## src/rtl/fcvt_pkg.sv

```systemverilog
package fcvt_pkg;

  localparam int FW = 32;
  localparam int QW = 64;
  localparam int SPEC_W = 4;

  typedef enum logic [1:0] {
    RM_NEAR = 2'b00,
    RM_DOWN = 2'b01,
    RM_UP   = 2'b10,
    RM_ZERO = 2'b11
  } rmode_e;

  typedef enum logic [1:0] {
    VL_128 = 2'b00,
    VL_256 = 2'b01,
    VL_512 = 2'b10,
    VL_ALT = 2'b11
  } vlen_e;

  typedef struct packed {
    logic [QW-1:0] val;
    logic          inv;
    logic          inx;
  } conv_t;

  // Decide whether the truncated magnitude is bumped by one.
  function automatic logic round_up(rmode_e rm, logic neg, logic lsb,
                                    logic g, logic st);
    logic inc;
    case (rm)
      RM_NEAR: inc = g & (st | lsb);
      RM_DOWN: inc = neg & (g | st);
      RM_UP:   inc = ~neg & (g | st);
      default: inc = 1'b0;
    endcase
    return inc;
  endfunction

  // Single-precision to unsigned 64-bit conversion of one element.
  function automatic conv_t f32_to_u64(logic [FW-1:0] f, rmode_e rm);
    conv_t       r;
    logic        neg;
    logic [7:0]  e;
    logic [23:0] sig;
    logic [8:0]  expn;
    logic [8:0]  sh;
    logic [87:0] ext;
    logic [23:0] ipart;
    logic        g;
    logic        st;
    logic [24:0] mag;
    r     = '0;
    neg   = f[31];
    e     = f[30:23];
    sig   = {|e, f[22:0]};
    expn  = (e == 8'd0) ? 9'd1 : {1'b0, e};
    sh    = '0;
    ext   = '0;
    ipart = '0;
    g     = 1'b0;
    st    = 1'b0;
    mag   = '0;
    if (e == 8'hFF) begin
      r.val = '1;
      r.inv = 1'b1;
    end else if (expn >= 9'd150) begin
      // integer-valued input: left shift, exact
      sh = expn - 9'd150;
      if (neg || sh > 9'd40) begin
        r.val = '1;
        r.inv = 1'b1;
      end else begin
        r.val = QW'(sig) << sh;
      end
    end else begin
      // fractional bits present: right shift with guard and sticky
      sh = 9'd150 - expn;
      if (sh >= 9'd88) begin
        st = |sig;
      end else begin
        ext   = {sig, 64'd0} >> sh;
        ipart = ext[87:64];
        g     = ext[63];
        st    = |ext[62:0];
      end
      mag = {1'b0, ipart} + 25'(round_up(rm, neg, ipart[0], g, st));
      if (neg && mag != 25'd0) begin
        r.val = '1;
        r.inv = 1'b1;
      end else begin
        r.val = neg ? '0 : QW'(mag);
        r.inx = g | st;
      end
    end
    return r;
  endfunction

endpackage

```

## src/rtl/fcvt_ctrl.sv

```systemverilog
module fcvt_ctrl
  import fcvt_pkg::*;
#(
  parameter int LANES = 8
) (
  input  logic [1:0]        vlen_sel,
  input  logic              src_is_reg,
  input  logic              emb_rc_en,
  input  logic [1:0]        emb_rc,
  input  logic [1:0]        glb_rc,
  input  logic [SPEC_W-1:0] vspec,
  output logic [LANES-1:0]  lane_act,
  output rmode_e            rm_eff,
  output logic              use_emb,
  output logic              ud_fault
);

  localparam int CNT_W = $clog2(LANES + 1);

  logic [CNT_W-1:0] act_cnt;

  always_comb begin
    case (vlen_e'(vlen_sel))
      VL_128:  act_cnt = CNT_W'(LANES / 4);
      VL_256:  act_cnt = CNT_W'(LANES / 2);
      default: act_cnt = CNT_W'(LANES);
    endcase
  end

  for (genvar j = 0; j < LANES; j++) begin : g_act
    assign lane_act[j] = (CNT_W'(j) < act_cnt);
  end

  assign use_emb  = vlen_sel[1] & src_is_reg & emb_rc_en;
  assign rm_eff   = use_emb ? rmode_e'(emb_rc) : rmode_e'(glb_rc);
  assign ud_fault = (vspec != {SPEC_W{1'b1}});

endmodule

```

## src/rtl/fcvt_lane.sv

```systemverilog
module fcvt_lane
  import fcvt_pkg::*;
(
  input  logic [FW-1:0] elem,
  input  rmode_e        rm,
  input  logic          active,
  input  logic          wr_en,
  input  logic          zero_mode,
  input  logic [QW-1:0] old_q,
  output logic [QW-1:0] lane_q,
  output logic          lane_inv,
  output logic          lane_inx
);

  conv_t cv;
  logic  commit;

  assign cv     = f32_to_u64(elem, rm);
  assign commit = active & wr_en;

  always_comb begin
    if (!active)        lane_q = '0;
    else if (wr_en)     lane_q = cv.val;
    else if (zero_mode) lane_q = '0;
    else                lane_q = old_q;
  end

  assign lane_inv = commit & cv.inv;
  assign lane_inx = commit & cv.inx;

endmodule

```

## src/rtl/fcvt_u64_vec.sv

```systemverilog
module fcvt_u64_vec
  import fcvt_pkg::*;
#(
  parameter int LANES = 8
) (
  input  logic                  clk,
  input  logic                  rst_n,
  input  logic                  in_valid,
  input  logic [LANES*FW-1:0]   src_vec,
  input  logic [1:0]            vlen_sel,
  input  logic [LANES-1:0]      lane_mask,
  input  logic                  zero_mode,
  input  logic                  mask_off,
  input  logic                  bcast,
  input  logic                  src_is_reg,
  input  logic                  emb_rc_en,
  input  logic [1:0]            emb_rc,
  input  logic [1:0]            glb_rc,
  input  logic [LANES*QW-1:0]   old_dst,
  input  logic [SPEC_W-1:0]     vspec,
  output logic                  out_valid,
  output logic [LANES*QW-1:0]   result,
  output logic                  flag_inv,
  output logic                  flag_prec,
  output logic                  fault_ud
);

  localparam int DST_W = LANES * QW;
  localparam int QTR_W = DST_W / 4;

  logic [LANES-1:0] lane_act;
  rmode_e           rm_eff;
  logic             use_emb;
  logic             ud_fault;
  logic             bcast_sel;
  logic [DST_W-1:0] lane_res;
  logic [LANES-1:0] lane_inv_vec;
  logic [LANES-1:0] lane_inx_vec;

  fcvt_ctrl #(.LANES(LANES)) u_ctrl (
    .vlen_sel  (vlen_sel),
    .src_is_reg(src_is_reg),
    .emb_rc_en (emb_rc_en),
    .emb_rc    (emb_rc),
    .glb_rc    (glb_rc),
    .vspec     (vspec),
    .lane_act  (lane_act),
    .rm_eff    (rm_eff),
    .use_emb   (use_emb),
    .ud_fault  (ud_fault)
  );

  assign bcast_sel = bcast & ~src_is_reg;

  for (genvar j = 0; j < LANES; j++) begin : g_lane
    logic [FW-1:0] elem;
    assign elem = bcast_sel ? src_vec[FW-1:0] : src_vec[j*FW +: FW];

    fcvt_lane u_lane (
      .elem     (elem),
      .rm       (rm_eff),
      .active   (lane_act[j]),
      .wr_en    (mask_off | lane_mask[j]),
      .zero_mode(zero_mode),
      .old_q    (old_dst[j*QW +: QW]),
      .lane_q   (lane_res[j*QW +: QW]),
      .lane_inv (lane_inv_vec[j]),
      .lane_inx (lane_inx_vec[j])
    );


    zero_fill_chk: assert property (@(posedge clk) disable iff (!rst_n)
      in_valid && !ud_fault && !mask_off && zero_mode && !lane_mask[j]
      |=> result[j*QW +: QW] == '0);


    merge_keep_chk: assert property (@(posedge clk) disable iff (!rst_n)
      in_valid && !ud_fault && !mask_off && !zero_mode && !lane_mask[j] && lane_act[j]
      |=> result[j*QW +: QW] == $past(old_dst[j*QW +: QW]));


    inv_ones_chk: assert property (@(posedge clk) disable iff (!rst_n)
      in_valid && !ud_fault && lane_inv_vec[j]
      |=> result[j*QW +: QW] == '1 && flag_inv);
  end

  always_ff @(posedge clk or negedge rst_n) begin
    if (!rst_n) begin
      out_valid <= 1'b0;
      result    <= '0;
      flag_inv  <= 1'b0;
      flag_prec <= 1'b0;
      fault_ud  <= 1'b0;
    end else begin
      out_valid <= in_valid;
      if (in_valid) begin
        fault_ud  <= ud_fault;
        result    <= ud_fault ? old_dst : lane_res;
        flag_inv  <= ~ud_fault & (|lane_inv_vec);
        flag_prec <= ~ud_fault & (|lane_inx_vec);
      end
    end
  end


  strobe_follow_chk: assert property (@(posedge clk) disable iff (!rst_n)
    in_valid |=> out_valid);


  idle_hold_chk: assert property (@(posedge clk) disable iff (!rst_n)
    !in_valid |=> !out_valid && $stable(result) && $stable(flag_inv));


  fault_keep_chk: assert property (@(posedge clk) disable iff (!rst_n)
    in_valid && vspec != {SPEC_W{1'b1}}
    |=> fault_ud && result == $past(old_dst) && !flag_inv && !flag_prec);


  upper_clear_chk: assert property (@(posedge clk) disable iff (!rst_n)
    in_valid && !ud_fault && vlen_sel == 2'b00
    |=> result[DST_W-1:QTR_W] == '0);


  quiet_flags_chk: assert property (@(posedge clk) disable iff (!rst_n)
    in_valid && !ud_fault && (lane_act & (lane_mask | {LANES{mask_off}})) == '0
    |=> !flag_inv && !flag_prec);

endmodule

```

## config.mk

```make
export PLATFORM = sky130hd
export DESIGN_NAME = fcvt_u64_vec
export DESIGN_NICKNAME = d
export VERILOG_FILES = /design/src/rtl/fcvt_pkg.sv /design/src/rtl/fcvt_ctrl.sv /design/src/rtl/fcvt_lane.sv /design/src/rtl/fcvt_u64_vec.sv
export SDC_FILE = /design/constraint.sdc
export NUM_CORES = 2
export LEC_CHECK = 0
export BUFFER_PORTS_ARGS = -buffer_cell sky130_fd_sc_hd__buf_2
export CAP_MARGIN = 20
export CORE_AREA = 2 2 507 509
export CTS_BUF_LIST = sky130_fd_sc_hd__clkbuf_8
export DETAILED_ROUTE_END_ITERATION = 10
export DIE_AREA = 0 0 509 511
export PLACE_DENSITY = 0.57
export SETUP_SLACK_MARGIN = 0.15
export SYNTH_ARGS = -nofsm -noshare
export SYNTH_HDL_FRONTEND = slang
export SYNTH_HIERARCHICAL = 1
export SYNTH_SLANG_ARGS = --single-unit
```

## constraint.sdc

```tcl
create_clock -name clk -period 0.8 [get_ports clk]
set_clock_uncertainty 0.15 [all_clocks]
set_input_delay 0.12 -clock clk [delete_from_list [all_inputs] [get_ports clk]]
set_output_delay 0.12 -clock clk [all_outputs]
set_load 0.005 [all_outputs]
```

==> results_dict.tcl <==
set metrics [dict create \
    drc 0 \
    postLayoutCellArea_mm2 0.156 \
    switching_power_w 0.104 \
    vias 138800 \
    rsz0062_at_grt "true" \
    ant_nets 0 \
    place.gp.congestion 1.07 \
    die-area_mm2 0.260 \
    relSlewSlack_pct 18.0 \
    clkPwrFrac_pct 12.9 \
    die_x_um 509 \
    hold_depth 2 \
    clk_pin_slew_ns 0.07 \
    grt_use_total_pct 44.8 \
    wl_per_cell_um 27.3 \
    overflow 0 \
    netlist_area_mm2 0.0921 \
    seqPwrFrac_pct 13.6 \
    n_fill_cell 23907 \
    worst_pin_slew_ns 1.23 \
    clock_sinks 516 \
    critPathArrivalTime_ns 7.25 \
    reg2reg_depth 2 \
    fin_hold_ws_ns -0.622 \
    setup_slack_ns -5.80 \
    viasPerCell 6.11 \
    placed_cell_area_mm2 0.139 \
    synth_cells 13314 \
    crit_top_cell "buf_12" \
    hold_start "in_valid" \
    setup_viol 1031 \
    clock_path_buffers 4 \
    critical_path.top_delay_family "compound AO/OA/AOI/OAI gates" \
    rows 186 \
    cts_tree "done" \
    yosysWarnings 6 \
    crit_buf_inv 11 \
    grt_pass1_wl_um 884000 \
    cpPeakStageDelay_ns 0.52 \
    period_needed_ns 6.60 \
    comb_power_share_pct 73.5 \
    swShare_pct 46.2 \
    path_class "input port to flop" \
    holdPathEnd "flag_prec" \
    clockRootBuffer "clkbuf_8" \
    numPortBuffers 1309 \
    p_leak_nw 72.4 \
    start_util_pct 36.1 \
    areaGrowthSynthToFinish_pct 69.0 \
    drive_gt1_share_pct 43.3 \
    maxCapViolCount 0 \
    drv_slew 0 \
    fin_nets 20025 \
    max_freq_ghz 0.152 \
    grt_pass1_vias 130747 \
    htreeDepth 3 \
    antenna_found_initial 108 \
    reg2reg_slack_ns -0.19 \
    insertion_delay_ns 0.95 \
    fp.dieH_um 511 \
    ios 1310 \
    final_util_pct 60.9 \
    wl_um 621000 \
    period_share_pct 825 \
    ir_worst_vdd_mv 1.56 \
    violations "negative hold slack, negative setup slack" \
    reg2reg_to "result[469]" \
    critPathSlowestCell "or4_4" \
    p_int_w 0.121 \
    hold_viol 707 \
    reg2reg_from "result[469]" \
    min_path_type "input port to flop" \
    p_total_w 0.226 \
    cts_buffers 99 \
    core-area_mm2 0.255 \
    status "finished with violations" \
    grt_max_degree 69 \
    avgSynthCellArea_um2 6.91 \
    drt_iter0_markers 17193 \
    power_density_mw_per_mm2 1450 \
    crit_path_start_kind "input port" \
    hpwl_um 502000 \
    required_ns 1.45 \
    cp_max_fo 8 \
    end_kind "flop" \
    drt_pre_antenna_iters 7 \
]
[layout make-up]
| type | count | area (um2) | share of cell area (%) |
|---|---|---|---|
| antenna | 85 | 213 | 0.137 |
| clock buffer | 126 | 1730 | 1.11 |
| multi-input combinational | 11307 | 79100 | 50.9 |
| timing repair buffer | 7138 | 56500 | 36.3 |
| clock inverter | 42 | 320 | 0.206 |
| sequential | 516 | 12900 | 8.30 |
| tap | 3384 | 4230 | 2.72 |
| timing repair inverter | 1 | 7.51 | 0.00483 |
| inverter | 127 | 480 | 0.309 |
[power groups by stage]
stage                     Sequential (W)  Combinational (W)  Clock [W]
final                             0.0307              0.166     0.0290
after CTS                         0.0306              0.153     0.0292
after floorplan                   0.0309             0.0676          0
after global placement            0.0310              0.139          0
after global routing              0.0309              0.173     0.0302
after detailed placement          0.0310              0.139          0
[per-layer routing]
| layer | vias up | track usage [%] | share of wire (%) |
|---|---|---|---|
| li1 | 62263 | - | - |
| met1 | 66536 | 57.1 | 40 |
| met2 | 8090 | 67.8 | 43 |
| met3 | 1879 | 11.5 | 11 |
| met4 | 32 | 26.1 | 7.2 |
| met5 | - | 0 | 0.033 |
[state kept, by name (all words and copies together), names as in the netlist]
signal     flops
result       512
fault_ud       1
flag_inv       1
flag_prec      1
out_valid      1
[worst max-delay path by stage]
stage,start,to,slack [ns],depth (start not counted)
floorplan,src_is_reg,flag_inv,-5.73,32
global placement,bcast,flag_inv,-7.32,33
global route,src_is_reg,flag_inv,-5.95,41
CTS,bcast,flag_prec,-5.58,35
finish,src_is_reg,result[225],-5.80,36
detailed placement,bcast,flag_inv,-7.22,33
[metrics by stage]
step | TNS [ns] | hold WS [ns] | std cells | setup WS, ns
final | -3245.29 | -0.622 | 22726 | -5.80
after global routing | -3372.46 | -0.648 | 22697 | -5.95
after detailed placement | -3364.42 | 0.0573 | 21658 | -7.22
after floorplan | -2726.71 | -0.326 | 13315 | -5.73
after CTS | -3230.58 | -0.674 | 22523 | -5.58
after global placement | -3352.39 | 0.0568 | 21658 | -7.32
[cells in the final DEF (no fill, tap or decap), types with 205 or more instances in the layout]
cell type	count
o21ai_0	587
buf_2	1307
a21oi_1	1319
nand2_1	1418
a21o_1	205
nor2_1	1481
nor3_1	377
nand3_1	454
dfrtp_1	516
buf_4	4860
dlygate4sd3_1	512
buf_12	280
mux2i_1	758
[timing repair]
item | in CTS | in global routing
buffers inserted | 154 | 104
hold buffers | 510 | 2
resized for setup | 669 | 482
pin swaps | 251 | 376
endpoints found under the hold margin | 1032 | 710
gates cloned | 33 | 11
endpoints found under the setup margin | 1031 | 1184
Power figures use the tool's default switching activity.
